===== src/rtl/irq_hub_pkg.sv =====
package irq_hub_pkg;
  localparam int unsigned REG_AW = 4;
  localparam logic [REG_AW-1:0] OFS_STAT  = 4'h0;
  localparam logic [REG_AW-1:0] OFS_ENAB  = 4'h2;
  localparam logic [REG_AW-1:0] OFS_CLASS = 4'h3;
  localparam logic [REG_AW-1:0] OFS_POLAR = 4'h4;
  localparam logic [REG_AW-1:0] OFS_TRIG  = 4'h5;
  localparam logic [REG_AW-1:0] OFS_MSTAT = 4'h6;
  localparam logic [REG_AW-1:0] OFS_VEC   = 4'h7;
  localparam logic [REG_AW-1:0] OFS_VCFG  = 4'h8;
  localparam logic [REG_AW-1:0] OFS_PEND  = 4'h9;
endpackage


===== src/rtl/irq_sync.sv =====
module irq_sync #(
  parameter int unsigned W = 32,
  parameter logic [W-1:0] INIT = '1
) (
  input  logic         clk,
  input  logic         rst,
  input  logic [W-1:0] d,
  output logic [W-1:0] q
);
  logic [W-1:0] meta_q, hold_q;

  always_ff @(posedge clk) begin
    if (rst) begin
      meta_q <= INIT;
      hold_q <= INIT;
    end else begin
      meta_q <= d;
      hold_q <= meta_q;
    end
  end

  assign q = hold_q;
endmodule


===== src/rtl/irq_sense.sv =====
module irq_sense #(
  parameter int unsigned N = 32,
  parameter logic [N-1:0] INIT = '1
) (
  input  logic         clk,
  input  logic         rst,
  input  logic [N-1:0] line_s,
  input  logic [N-1:0] trig,
  input  logic [N-1:0] polar,
  input  logic [N-1:0] clr,
  output logic [N-1:0] stat
);
  logic [N-1:0] prev_q, set_now, stat_q;

  always_ff @(posedge clk) begin
    if (rst) prev_q <= INIT;
    else     prev_q <= line_s;
  end

  for (genvar i = 0; i < N; i++) begin : g_cell
    logic act_now, act_old;
    assign act_now    = (line_s[i] == polar[i]);
    assign act_old    = (prev_q[i] == polar[i]);
    assign set_now[i] = trig[i] ? (act_now & ~act_old) : act_now;

    always_ff @(posedge clk) begin
      if (rst) stat_q[i] <= 1'b0;
      else     stat_q[i] <= set_now[i] | (stat_q[i] & ~clr[i]);
    end
  end

  assign stat = stat_q;

  // a cleared bit with no new event is low on the next cycle
  assert_clear_R3: assert property (@(posedge clk) disable iff (rst)
    (|clr) |=> ((stat_q & $past(clr & ~set_now)) == '0));

  // an event always wins over a clear in the same cycle
  assert_set_wins_R5: assert property (@(posedge clk) disable iff (rst)
    (|set_now) |=> ((stat_q & $past(set_now)) == $past(set_now)));
endmodule


===== src/rtl/irq_prio.sv =====
module irq_prio #(
  parameter int unsigned N = 32,
  localparam int unsigned SEL_W = $clog2(N)
) (
  input  logic             clk,
  input  logic             rst,
  input  logic [N-1:0]     masked,
  output logic [SEL_W-1:0] num,
  output logic             valid
);
  always_comb begin
    valid = 1'b0;
    num   = '0;
    for (int i = 0; i < N; i++) begin
      if (masked[i]) begin
        valid = 1'b1;
        num   = SEL_W'(N - 1 - i);
      end
    end
  end

  assert_win_set_R7: assert property (@(posedge clk) disable iff (rst)
    valid |-> masked[(N - 1) - int'(num)]);

  assert_win_top_R7: assert property (@(posedge clk) disable iff (rst)
    valid |-> ((masked >> (N - int'(num))) == '0));

  assert_none_R7: assert property (@(posedge clk) disable iff (rst)
    !valid |-> (masked == '0));
endmodule


===== src/rtl/irq_hub.sv =====
module irq_hub
  import irq_hub_pkg::*;
#(
  parameter int unsigned NUM_SRC = 32,
  parameter int unsigned DATA_W  = 32,
  parameter logic [NUM_SRC-1:0] LINE_IDLE = '1,
  localparam int unsigned SEL_W = $clog2(NUM_SRC)
) (
  input  logic              clk,
  input  logic              rst,
  input  logic [REG_AW-1:0] addr,
  input  logic              wr_en,
  input  logic              rd_en,
  input  logic [DATA_W-1:0] wdata,
  output logic [DATA_W-1:0] rdata,
  input  logic [NUM_SRC-1:0] irq_lines,
  output logic              irq_noncrit,
  output logic              irq_crit
);
  logic [NUM_SRC-1:0] enab_q, class_q, polar_q, trig_q;
  logic [NUM_SRC-1:0] line_s, stat, clr, masked;
  logic [SEL_W-1:0]   win_num;
  logic               win_valid;
  logic [DATA_W-1:0]  rd_mux;

  irq_sync #(.W(NUM_SRC), .INIT(LINE_IDLE)) u_sync (
    .clk(clk), .rst(rst), .d(irq_lines), .q(line_s)
  );

  assign clr = (wr_en && addr == OFS_STAT) ? wdata[NUM_SRC-1:0] : '0;

  irq_sense #(.N(NUM_SRC), .INIT(LINE_IDLE)) u_sense (
    .clk(clk), .rst(rst), .line_s(line_s), .trig(trig_q),
    .polar(polar_q), .clr(clr), .stat(stat)
  );

  assign masked = stat & enab_q;

  irq_prio #(.N(NUM_SRC)) u_prio (
    .clk(clk), .rst(rst), .masked(masked), .num(win_num), .valid(win_valid)
  );

  always_ff @(posedge clk) begin
    if (rst) begin
      enab_q  <= '0;
      class_q <= '0;
      polar_q <= '0;
      trig_q  <= '0;
    end else if (wr_en) begin
      case (addr)
        OFS_ENAB:  enab_q  <= wdata[NUM_SRC-1:0];
        OFS_CLASS: class_q <= wdata[NUM_SRC-1:0];
        OFS_POLAR: polar_q <= wdata[NUM_SRC-1:0];
        OFS_TRIG:  trig_q  <= wdata[NUM_SRC-1:0];
        default: ;
      endcase
    end
  end

  always_comb begin
    case (addr)
      OFS_STAT:  rd_mux = DATA_W'(stat);
      OFS_ENAB:  rd_mux = DATA_W'(enab_q);
      OFS_CLASS: rd_mux = DATA_W'(class_q);
      OFS_POLAR: rd_mux = DATA_W'(polar_q);
      OFS_TRIG:  rd_mux = DATA_W'(trig_q);
      OFS_MSTAT: rd_mux = DATA_W'(masked);
      OFS_PEND:  rd_mux = DATA_W'({win_valid, win_num});
      default:   rd_mux = '0;
    endcase
  end

  always_ff @(posedge clk) begin
    if (rst) begin
      rdata       <= '0;
      irq_noncrit <= 1'b0;
      irq_crit    <= 1'b0;
    end else begin
      if (rd_en) rdata <= rd_mux;
      irq_noncrit <= |(masked & ~class_q);
      irq_crit    <= |(masked & class_q);
    end
  end

  assert_quiet_R8: assert property (@(posedge clk) disable iff (rst)
    (enab_q == '0) |=> (!irq_noncrit && !irq_crit));

  assert_ignored_R9: assert property (@(posedge clk) disable iff (rst)
    (wr_en && (addr == OFS_VEC || addr == OFS_VCFG || addr == OFS_MSTAT || addr == OFS_PEND))
    |=> ($stable(enab_q) && $stable(class_q) && $stable(polar_q) && $stable(trig_q)));

  assert_hold_R10: assert property (@(posedge clk) disable iff (rst)
    !rd_en |=> $stable(rdata));
endmodule


===== config.mk =====
export PLATFORM = sky130hd
export DESIGN_NAME = irq_hub
export DESIGN_NICKNAME = d
export VERILOG_FILES = /design/src/rtl/irq_hub_pkg.sv /design/src/rtl/irq_sync.sv /design/src/rtl/irq_sense.sv /design/src/rtl/irq_prio.sv /design/src/rtl/irq_hub.sv
export SDC_FILE = /design/constraint.sdc
export NUM_CORES = 1
export LEC_CHECK = 0
export BUFFER_PORTS_ARGS = -buffer_cell sky130_fd_sc_hd__buf_4
export CAP_MARGIN = 0
export CORE_UTILIZATION = 39
export DETAILED_ROUTE_END_ITERATION = 7
export GPL_ROUTABILITY_DRIVEN = 0
export PLACE_DENSITY = 0.66
export SYNTH_ARGS = -nofsm -noshare
export SYNTH_HDL_FRONTEND = slang
export SYNTH_SLANG_ARGS = --single-unit

===== constraint.sdc =====
create_clock -name clk -period 5.29 [get_ports clk]
set_clock_uncertainty 0.1 [all_clocks]
set_input_delay 1.058 -clock clk [delete_from_list [all_inputs] [get_ports clk]]
set_output_delay 1.058 -clock clk [all_outputs]
set_load 0.02 [all_outputs]

---- Word level (Yosys, flattened, before mapping) ----
Index checks and enable logic that the tools add are counted.
word-level totals
  bits in registers ....................... 290
  input port bits ......................... 72
  output and inout port bits .............. 34
  word-level logic and storage cells ...... 382
operators by class
  equality and inequality tests ........... 70
  multiplexer cells ....................... 98
  bitwise operators ....................... 164
  reductions and logical operators ........ 8
operator list
  operator              count
  $pmux W32 S7          1
  $mux W5               32
  $and A32 B32 Y32      3
  $and A1 B1 Y1         64
  $eq A1 B1 Y1          64
  $mux W1               64
  $not A1 Y1            64
  $reduce_or A32 Y1     2
  $mux W32              1
  $not A32 Y32          1
  $or A1 B1 Y1          32
  $eq A4 B3 Y1 const B  3
  $eq A4 B2 Y1 const B  2
  $reduce_and A2 Y1     4
  $eq A4 B4 Y1 const B  1
  $logic_not A4 Y1      1
  $logic_and A1 B1 Y1   1

---- Logic depth before layout (Yosys ltp) ----
Gate-level depths: netlist of run 1.
  depth in word-level cells ............... 34
  mapped depth ............................ 10
  gate-level depth less buffers ........... 6

---- Modules after synthesis ----
Synthesis of run 1 repeated with hierarchy kept, for this count alone.
second synthesis, totals
  cells, all modules ...................... 1551
  area, all modules ....................... 12612.1 sq um
modules (own cells, without submodules)
  module     times used  cells an instance  area an instance (sq um)  seq. area each (sq um)
  irq_hub    1           1024               7843.8                    3243.1
  irq_sense  1           327                2637.5                    1281.2
  irq_sync   1           135                1760.4                    1281.2
  irq_prio   1           65                 370.4                     0.0

---- Worst setup path before layout of run 1 ----
No wires, ideal clock.
  kind .................................... input to register
  from .................................... input addr[1]
  to ...................................... register rdata[1]
  setup time .............................. 0.086 ns
  data arrival time ....................... 2.438 ns
  data required time ...................... 5.104 ns
  setup slack ............................. 2.665 ns
  cell stages on the path ................. 6
  path buffers ............................ 1
  cells stage by stage .................... buf_2 > nand3b_1 > nand2b_1 > nand2b_4 > or4_1 > a221oi_2
between the ends
  word-level cells in the longest chain between the ends .. 2
  elaborated cells on any way between the ends .. 8
  those cells by class .................... eq/ne (6); mux (1); reduce/logical (1)
RTL lines
  element                                     RTL line       source
  start, declared                             irq_hub.sv:11  input logic [REG_AW-1:0] addr,
  $eq A4 B4 Y1, or another cell as far along  irq_hub.sv:61  case (addr)
  $pmux W32 S7 *                              irq_hub.sv:61
  end signal, assigned                        irq_hub.sv:79  if (rd_en) rdata <= rd_mux;
  end, declared                               irq_hub.sv:15  output logic [DATA_W-1:0] rdata,
Mark *: on every way between the ends. The rest lies on a longest branch, timed or not.
A chain may end at the register's enable or synchronous reset.

---- Worst setup path after layout of run 1 ----
  from .................................... input addr[0]
  to ...................................... register enab_q[21]
between the ends
  word-level cells in the longest chain between the ends .. 2
RTL lines
  element                             RTL line       source
  $eq A4 B2 Y1                        irq_hub.sv:50  case (addr)
  $reduce_and A2 Y1 (no source line)  --
  end signal, assigned                irq_hub.sv:51  OFS_ENAB: enab_q <= wdata[NUM_SRC-1:0];
  end, declared                       irq_hub.sv:20  logic [NUM_SRC-1:0] enab_q, class_q, polar_q, trig_q;
No other way between the ends.

==> reports/results.md, run 1 <==
Layout
* sky130_fd_sc_hd__nand2_1 — leading cell type in the layout, fill and taps excluded
* 1603 — final layout net count
* 2913 — Fillers
* 0 — diode insertion count for antenna repair
* sky130_fd_sc_hd__nand2_1, sky130_fd_sc_hd__dfxtp_1, sky130_fd_sc_hd__a21oi_1 — most frequent cells in the layout
* 18.2% — fraction of layout cells with a size suffix above 1
* 5810 um^2 — flip-flop and latch area
* 5840 um^2 — footprint of the multi-input gates
* 14100 um^2 — final standard cell area without fillers
* 17.8% — P&R area growth vs syn

Worst setup path
* 5.65 ns — data required time at the worst endpoint
* flip-flop — Crit. End Element
* rdata[5] — reg2reg end
* 6 — worst reg2reg path depth
* input pin — startpoint types
* 3.60 ns — crit path DAT
* 3.10 ns — r2r setup slk
* in -> reg — type of the worst setup path
* 31 — worst-path maximum fanout
* u_sense.stat[17] — Reg-to-Reg Start

Global route
* met2 — GRT busiest layer
* 35.7% — met2 track demand over resource
* 3.98% — M3 GR Usage
* 0 — overall overflow remaining after global route
* 189 — pin count of the biggest net entering global routing
* 30.0% — met1 layer usage reported by global route
* 0 — initial antenna violation count
* 22.2% — All-Layer GR Usage
* 10200 — number of global-route vias before repair
* 55.6 mm — first-pass GRT wire length

CTS
* 0 — total of hold buffers inserted after clock tree synthesis
* 0 — Post-CTS Repair Setup Buffers
* sky130_fd_sc_hd__clkbuf_16 — Root Buffer
* 0.06 ns — Worst-path clk slew
* 3 — buffer levels on the longest clock path
* built — TritonCTS clock tree
* 1 — CTS H-tree depth
* 0 — Resize count post-CTS
* 290 — number of sinks on the clock net
* 31 — total CTS buffers
* 0.57 ns — clock insertion delay at the later pin of the skew report

Place
* 13100 um^2 — post-placement cell area
* 23.2 mm — sum of net half-perimeters after detailed placement
* 105 — port bufs

STA
* 61.2% — period utilisation layout
* 0 — number of max-slew violations in the final report
* 3.24 ns — final critical delay including setup and external delays
* no — setup repair after global routing missed its margin
* 1.35 ns — transition time of the tightest slew-check pin
* 0 — setup violators final
* 309 MHz — maximum operating frequency
* 9.49% — Relative slew margins
* 0 — final-report hold violation count
* 0 ns — total negative slack for setup checks

Worst hold path
* reg -> reg — worst min-delay path class
* u_sync.meta_q[9] — start point of the worst hold path
* u_sync.q[9] — Worst Hold Endpoint
* 1 — WHS Path Cells

Floorplanning
* 30000 um^2 — Std-Cell Core Area
* 40.1% — effective utilization at floorplan
* 177 um — height of the chip
* 106 — boundary pin count
* 31500 um^2 — die area
* 177 um — floorplan die width
* 63 — std cell rows

Drt
* 10800 — total vias in the final route
* 0 — count of nets left with antenna violations after detail routing
* 5 — 1st-pass router iterations
* 35.0 mm — Detailed Route WL
* 0 — count of unresolved DRC violations after routing
* 967 — Iter 0 DRT Violations
* 5.53 — DR vias/cell
* 18.0 um — Routed wire per std cell

Yosys
* 1542 — syn nets
* 0 — Yosys warnings
* sky130_fd_sc_hd__dfxtp_1 — Synth area leader
* 48.4% — portion of the post-synthesis area used by sequential elements
* 48.4% — area share of the largest cell type after synthesis
* sky130_fd_sc_hd__dfxtp_1, sky130_fd_sc_hd__nand2_1, sky130_fd_sc_hd__a21oi_1 — cells taking the most area after synthesis
* 290 — flip-flop and latch count after synthesis
* 8.17 um^2 — mean instance size in the synthesized netlist
* 55 — Yosys cell types
* 1470 — synthesized instance count
* 0 — number of flops mapped to enable cells by yosys
* 0% — async set-reset flop share out of synthesis
* 12000 um^2 — post-synthesis instance area
* sky130_fd_sc_hd__dfxtp_1 — top flip-flop cell by instance count after synthesis

Power and ir drop
* 335 nW/um^2 — Power Dens Cells
* 0.208 mV — peak ir drop on the vdd network
* 0.00510 uW — Leakage Power

Run status
* completed — run status

Run
* 0 — Maximum Capacitance Violations

==> flip-flops by register name, summed over array words and instances (netlist names) <==
register and count:
u_sense.prev_q 32, irq_crit 1, rdata 32, polar_q 32
trig_q 32, u_sync.q 32, u_sync.meta_q 32, u_sense.stat 32
irq_noncrit 1, enab_q 32, class_q 32
==> cells by family after synthesis <==
family	after synthesis	share of synthesized area (%)
DFF	290	48.4
and+or+nand+nor	596	22.3
buffers and inverters	101	3.44
AOI/OAI and AO/OA	417	21.0
xor gates and xnor gates	64	4.67
muxes	2	0.167
==> per-layer routing <==
layer,vias to the layer above,share of wire [%]
met5,-,0
met4,0,2.6
met3,82,8.2
met2,456,45
met1,5026,44
li1,5203,-
==> report_power, final <==
part           internal [uW]  switching [uW]  leakage [uW]
Sequential              2240            58.5       0.00236
Combinational            106             150       0.00222
Clock                   1300             877      0.000512
==> stage by stage <==
step	total power, uW	std cells	setup WS, ns	utilization [%]	hold WS, ns
4_1_cts	4760	1946	2.14	47.2	0.306
6_report	4730	1946	2.05	47.2	0.306
2_1_floorplan	2480	1470	2.67	-	0.289
5_1_grt	4900	1946	1.94	47.2	0.320
3_3_place_gp	2600	1888	1.65	43.7	0.291
3_5_place_dp	2600	1888	1.56	43.7	0.292
==> cells in the mapped netlist, drive strengths merged, types with 2 or more instances <==
library cell,instances
nand2,351
dfxtp,290
a21oi,234
or2,96
clkbuf,69
nor2,67
a22oi,62
nand3,37
a31oi,32
xnor2,32
xor2,32
buf,27
a21o,15
o22ai,15
a32oi,14
nor4,10
o21ai,10
nand4,9
a22o,8
and2,7
a221oi,5
inv,5
nand2b,5
a32o,3
nor3,3
o2111ai,3
and3,2
mux2i,2
nor2b,2
o211ai,2
o21bai,2
o31ai,2
or4,2
==> final cells by class <==
class,instances,area share [%]
multi-input cells,1079,41.3
clock inverters,11,0.805
flip-flops and latches,290,41.1
well taps,390,3.45
clock buffers,47,6.55
repair buffers,124,6.72
inverters,5,0.133
==> how the worst max path moves through the flow <==
stage / endpoint / cells after the start / start / slack, ns
finish: enab_q[21] / 7 / addr[0] / 2.05
detailed placement: enab_q[22] / 7 / addr[0] / 1.56
CTS: enab_q[21] / 7 / addr[0] / 2.14
global route: enab_q[27] / 7 / addr[1] / 1.94
floorplan: rdata[1] / 6 / addr[1] / 2.67
global placement: enab_q[18] / 7 / addr[0] / 1.65
==> worst max-delay path, stage by stage <==
cell	delay, ns
sky130_fd_sc_hd__buf_4	0.18
sky130_fd_sc_hd__nor4b_2	0.27
sky130_fd_sc_hd__buf_4	0.44
sky130_fd_sc_hd__and2_0	0.98
sky130_fd_sc_hd__buf_4	0.42
sky130_fd_sc_hd__nand2_1	0.08
sky130_fd_sc_hd__a21oi_1	0.14
Note: power is estimated with default switching activity, not from simulation.
==> inputs of run 2 (changes only) <==
--- a/config.mk
+++ b/config.mk
@@ -5,6 +5,7 @@
 export SDC_FILE = /design/constraint.sdc
 export NUM_CORES = 1
 export LEC_CHECK = 0
+export ABC_AREA = 1
 export BUFFER_PORTS_ARGS = -buffer_cell sky130_fd_sc_hd__buf_4
 export CAP_MARGIN = 0
 export CORE_UTILIZATION = 39
==> constraint.sdc (replaced) <==
create_clock -name clk -period 3.3 [get_ports clk]
set_clock_uncertainty 0.1 [all_clocks]
set_input_delay 0.66 -clock clk [delete_from_list [all_inputs] [get_ports clk]]
set_output_delay 0.66 -clock clk [all_outputs]
set_load 0.02 [all_outputs]
==> run 2 against run 1 <==
Final cell count grew 2.0%. Clock power grew 53%. Synthesized cell count grew 2.2%. Non-clock buffer count grew 6. Critical endpoint is now rdata[0]. Highest routed layer unchanged.
==> reports/results.md, run 2 <==
STA
* 0 ns — total negative slack for setup checks, unchanged
* 0.934 ns — transition time of the tightest slew-check pin, -0.420 ns
* 37.7% — Relative slew margins, +28 points
* 79.9% — period utilisation layout
* 0 — setup violators final, unchanged
* 0 — number of max-slew violations in the final report, unchanged
* 2.64 ns — final critical delay including setup and external delays
* no — setup repair after global routing missed its margin
* 379 MHz — maximum operating frequency
* 0 — final-report hold violation count, unchanged

CTS
* 1 — CTS H-tree depth, unchanged
* 0.06 ns — Worst-path clk slew, about the same
* 0 — Post-CTS Repair Setup Buffers, unchanged
* sky130_fd_sc_hd__clkbuf_16 — Root Buffer
* built — TritonCTS clock tree
* 3 — buffer levels on the longest clock path, unchanged
* 0.57 ns — clock insertion delay at the later pin of the skew report, about the same
* 0 — Resize count post-CTS, unchanged
* 0 — total of hold buffers inserted after clock tree synthesis, unchanged
* 290 — number of sinks on the clock net, unchanged
* 31 — total CTS buffers, unchanged

Yosys
* 49.2% — area share of the largest cell type after synthesis, +0.87 points
* sky130_fd_sc_hd__dfxtp_1 — most common cell in the synthesized netlist
* sky130_fd_sc_hd__dfxtp_1 — Synth area leader
* 11800 um^2 — post-synthesis instance area, -1.8%
* sky130_fd_sc_hd__dfxtp_1, sky130_fd_sc_hd__nand2_1, sky130_fd_sc_hd__a21oi_1 — cells taking the most area after synthesis
* 0% — async set-reset flop share out of synthesis, unchanged
* 33 — Yosys cell types, -40%
* 0 — Yosys warnings, unchanged
* 49.2% — portion of the post-synthesis area used by sequential elements, +0.87 points
* 290 — flip-flop and latch count after synthesis, unchanged
* 0 — number of flops mapped to enable cells by yosys, unchanged
* 7.85 um^2 — mean instance size in the synthesized netlist, -3.9%
* sky130_fd_sc_hd__dfxtp_1 — top flip-flop cell by instance count after synthesis
* sky130_fd_sc_hd__dfxtp_1, sky130_fd_sc_hd__nand2_1, sky130_fd_sc_hd__a21oi_1, sky130_fd_sc_hd__nand3_1, sky130_fd_sc_hd__inv_1 — most numerous cell types in the synthesized netlist
* 1575 — syn nets, +2.1%
* 1503 — synthesized instance count, +2.2%

Floorplanning
* 29700 um^2 — Std-Cell Core Area, -0.79%
* 30900 um^2 — die area, -1.8%
* 176 um — height of the chip, -0.88%
* 63 — std cell rows, unchanged
* 39.7% — effective utilization at floorplan, -0.40 points
* 176 um — floorplan die width, -0.88%
* 106 — boundary pin count, unchanged

Drt
* 0 — count of nets left with antenna violations after detail routing, unchanged
* 17.2 um — Routed wire per std cell, -4.5%
* 10900 — total vias in the final route, +1.6%
* 34.1 mm — Detailed Route WL, -2.6%
* 5 — 1st-pass router iterations, unchanged
* 993 — Iter 0 DRT Violations, +2.7%
* 5.51 — DR vias/cell, -0.36%
* 0 — count of unresolved DRC violations after routing, unchanged

Global route
* 21.9% — All-Layer GR Usage, -0.35 points
* 10300 — number of global-route vias before repair, +0.43%
* 0 — initial antenna violation count, unchanged
* 180 — pin count of the biggest net entering global routing, -4.8%
* 0 — overall overflow remaining after global route, unchanged
* 54.6 mm — first-pass GRT wire length, -1.8%

Worst setup path
* 0.39 ns — peak per-stage delay on the critical path, -0.59 ns
* flip-flop — Crit. End Element
* u_sense.stat[0] — worst setup path startpoint
* 3.02 ns — crit path DAT, -0.58 ns
* sky130_fd_sc_hd__nand2_1 — cell repeated most along the worst path
* rdata[0] — reg2reg end
* u_sense.stat[0] — Reg-to-Reg Start
* 5 — worst-path maximum fanout, -84%
* sky130_fd_sc_hd__dfxtp_1 — standard cell with the maximum stage delay on the critical path
* 3.68 ns — data required time at the worst endpoint, -1.97 ns
* rdata[0] — Critical path destination
* 36 — worst reg2reg path depth, +30
* flip-flop — startpoint types
* 0.66 ns — r2r setup slk, -2.44 ns
* reg -> reg — type of the worst setup path

Layout
* 46.9% — Layout Utilization, -0.33 points
* 1984 — post-layout instance count excluding filler cells, +2.0%
* 1647 — final layout net count, +2.7%
* 18.1% — P&R area growth vs syn
* 17.1% — fraction of layout cells with a size suffix above 1, -1.1 points
* 0 — diode insertion count for antenna repair, unchanged
* sky130_fd_sc_hd__dfxtp_1 — leading cell type in the layout, fill and taps excluded
* sky130_fd_sc_hd__dfxtp_1, sky130_fd_sc_hd__nand2_1, sky130_fd_sc_hd__a21oi_1 — most frequent cells in the layout

Place
* 21.8 mm — sum of net half-perimeters after detailed placement, -6.2%
* 105 — port bufs, unchanged
* 1932 — number of cells after detailed placement, +2.3%

Power and ir drop
* 543 nW/um^2 — Power Dens Cells, +62%
* 0.362 mV — peak ir drop on the vdd network, +74%
* 7560 uW — Total Power Consumption, +60%
* 0.00517 uW — Leakage Power, +1.4%

Worst hold path
* in -> reg — worst min-delay path class

Run status
* completed — run status

Run
* 0 — Maximum Capacitance Violations, unchanged

## run 2: cell count changes after synthesis, moves of 27 or more
cell	before	now
sky130_fd_sc_hd__o22ai_1	15	58
sky130_fd_sc_hd__o21ai_0	9	74
sky130_fd_sc_hd__nand3_1	37	120
sky130_fd_sc_hd__inv_1	5	98
sky130_fd_sc_hd__xnor2_1	32	0
sky130_fd_sc_hd__or2_1	0	30
sky130_fd_sc_hd__a22oi_1	62	0
sky130_fd_sc_hd__a21oi_1	234	166
sky130_fd_sc_hd__xor2_1	32	0
sky130_fd_sc_hd__or2_2	96	64
sky130_fd_sc_hd__buf_2	27	0
sky130_fd_sc_hd__nand2_1	351	240
sky130_fd_sc_hd__o21ai_1	1	88
## run 2: layout make-up
cell class              count  area, um^2
well taps                 390         488
repair buffers            130        1030
fillers                  2887       15800
clock buffers              43         891
inverters                 108         405
multi-input cells        1014        5240
flip-flops and latches    290        5810
clock inverters             9        78.8
## run 2: how the worst min path moves through the flow
stage / start / endpoint / cells past startpoint
floorplan: u_sync.meta_q[26] / u_sync.q[26] / 1
global placement: u_sync.meta_q[26] / u_sync.q[26] / 1
detailed placement: u_sync.meta_q[28] / u_sync.q[28] / 1
CTS: irq_lines[26] / u_sync.meta_q[26] / 2
global route: irq_lines[29] / u_sync.meta_q[29] / 2
finish: irq_lines[29] / u_sync.meta_q[29] / 2
## run 2: metal layers
| metal | GRT usage [%] | vias up | part of all wire (%) |
|---|---|---|---|
| met5 | 0 | - | 0 |
| met3 | 4.98 | 67 | 8.6 |
| li1 | - | 5322 | - |
| met2 | 34.1 | 403 | 44 |
| met1 | 30.0 | 5146 | 46 |
| met4 | 6.34 | 0 | 2.2 |
## run 2: power by group
part	leakage [uW]	switching (uW)	internal (uW)
sequential	0.00237	85.8	3620
combinational	0.00232	313	205
clock	0.000477	1400	1940
total	0.00517	1800	5770
## run 2: cell families (layout without fill, tap and decap cells)
logic type             Yosys count  after routing  synth area share (%)
flip-flops                     290            290                  49.2
buffers and inverters          199            290                  6.44
AO/OA/AOI/OAI                  475            475                  22.7
AND/OR/NAND/NOR                539            539                  21.6
## run 2: per-stage QoR
stage	hold WS, ns	cell area, um^2	worst slack (ns)
2_1_floorplan	0.283	11800	1.15
3_3_place_gp	0.284	13000	0.707
3_5_place_dp	0.289	13000	0.682
4_1_cts	0.154	13900	0.659
5_1_grt	0.155	13900	0.264
6_report	0.173	13900	0.665
## run 2: worst max-delay path, delay by kind of cell (launching register included)
kind	cells	cell delay, ns
buffers and inverters	1	0.05
DFF	1	0.39
and+or+nand+nor	34	1.89
AOI/OAI and AO/OA	1	0.13
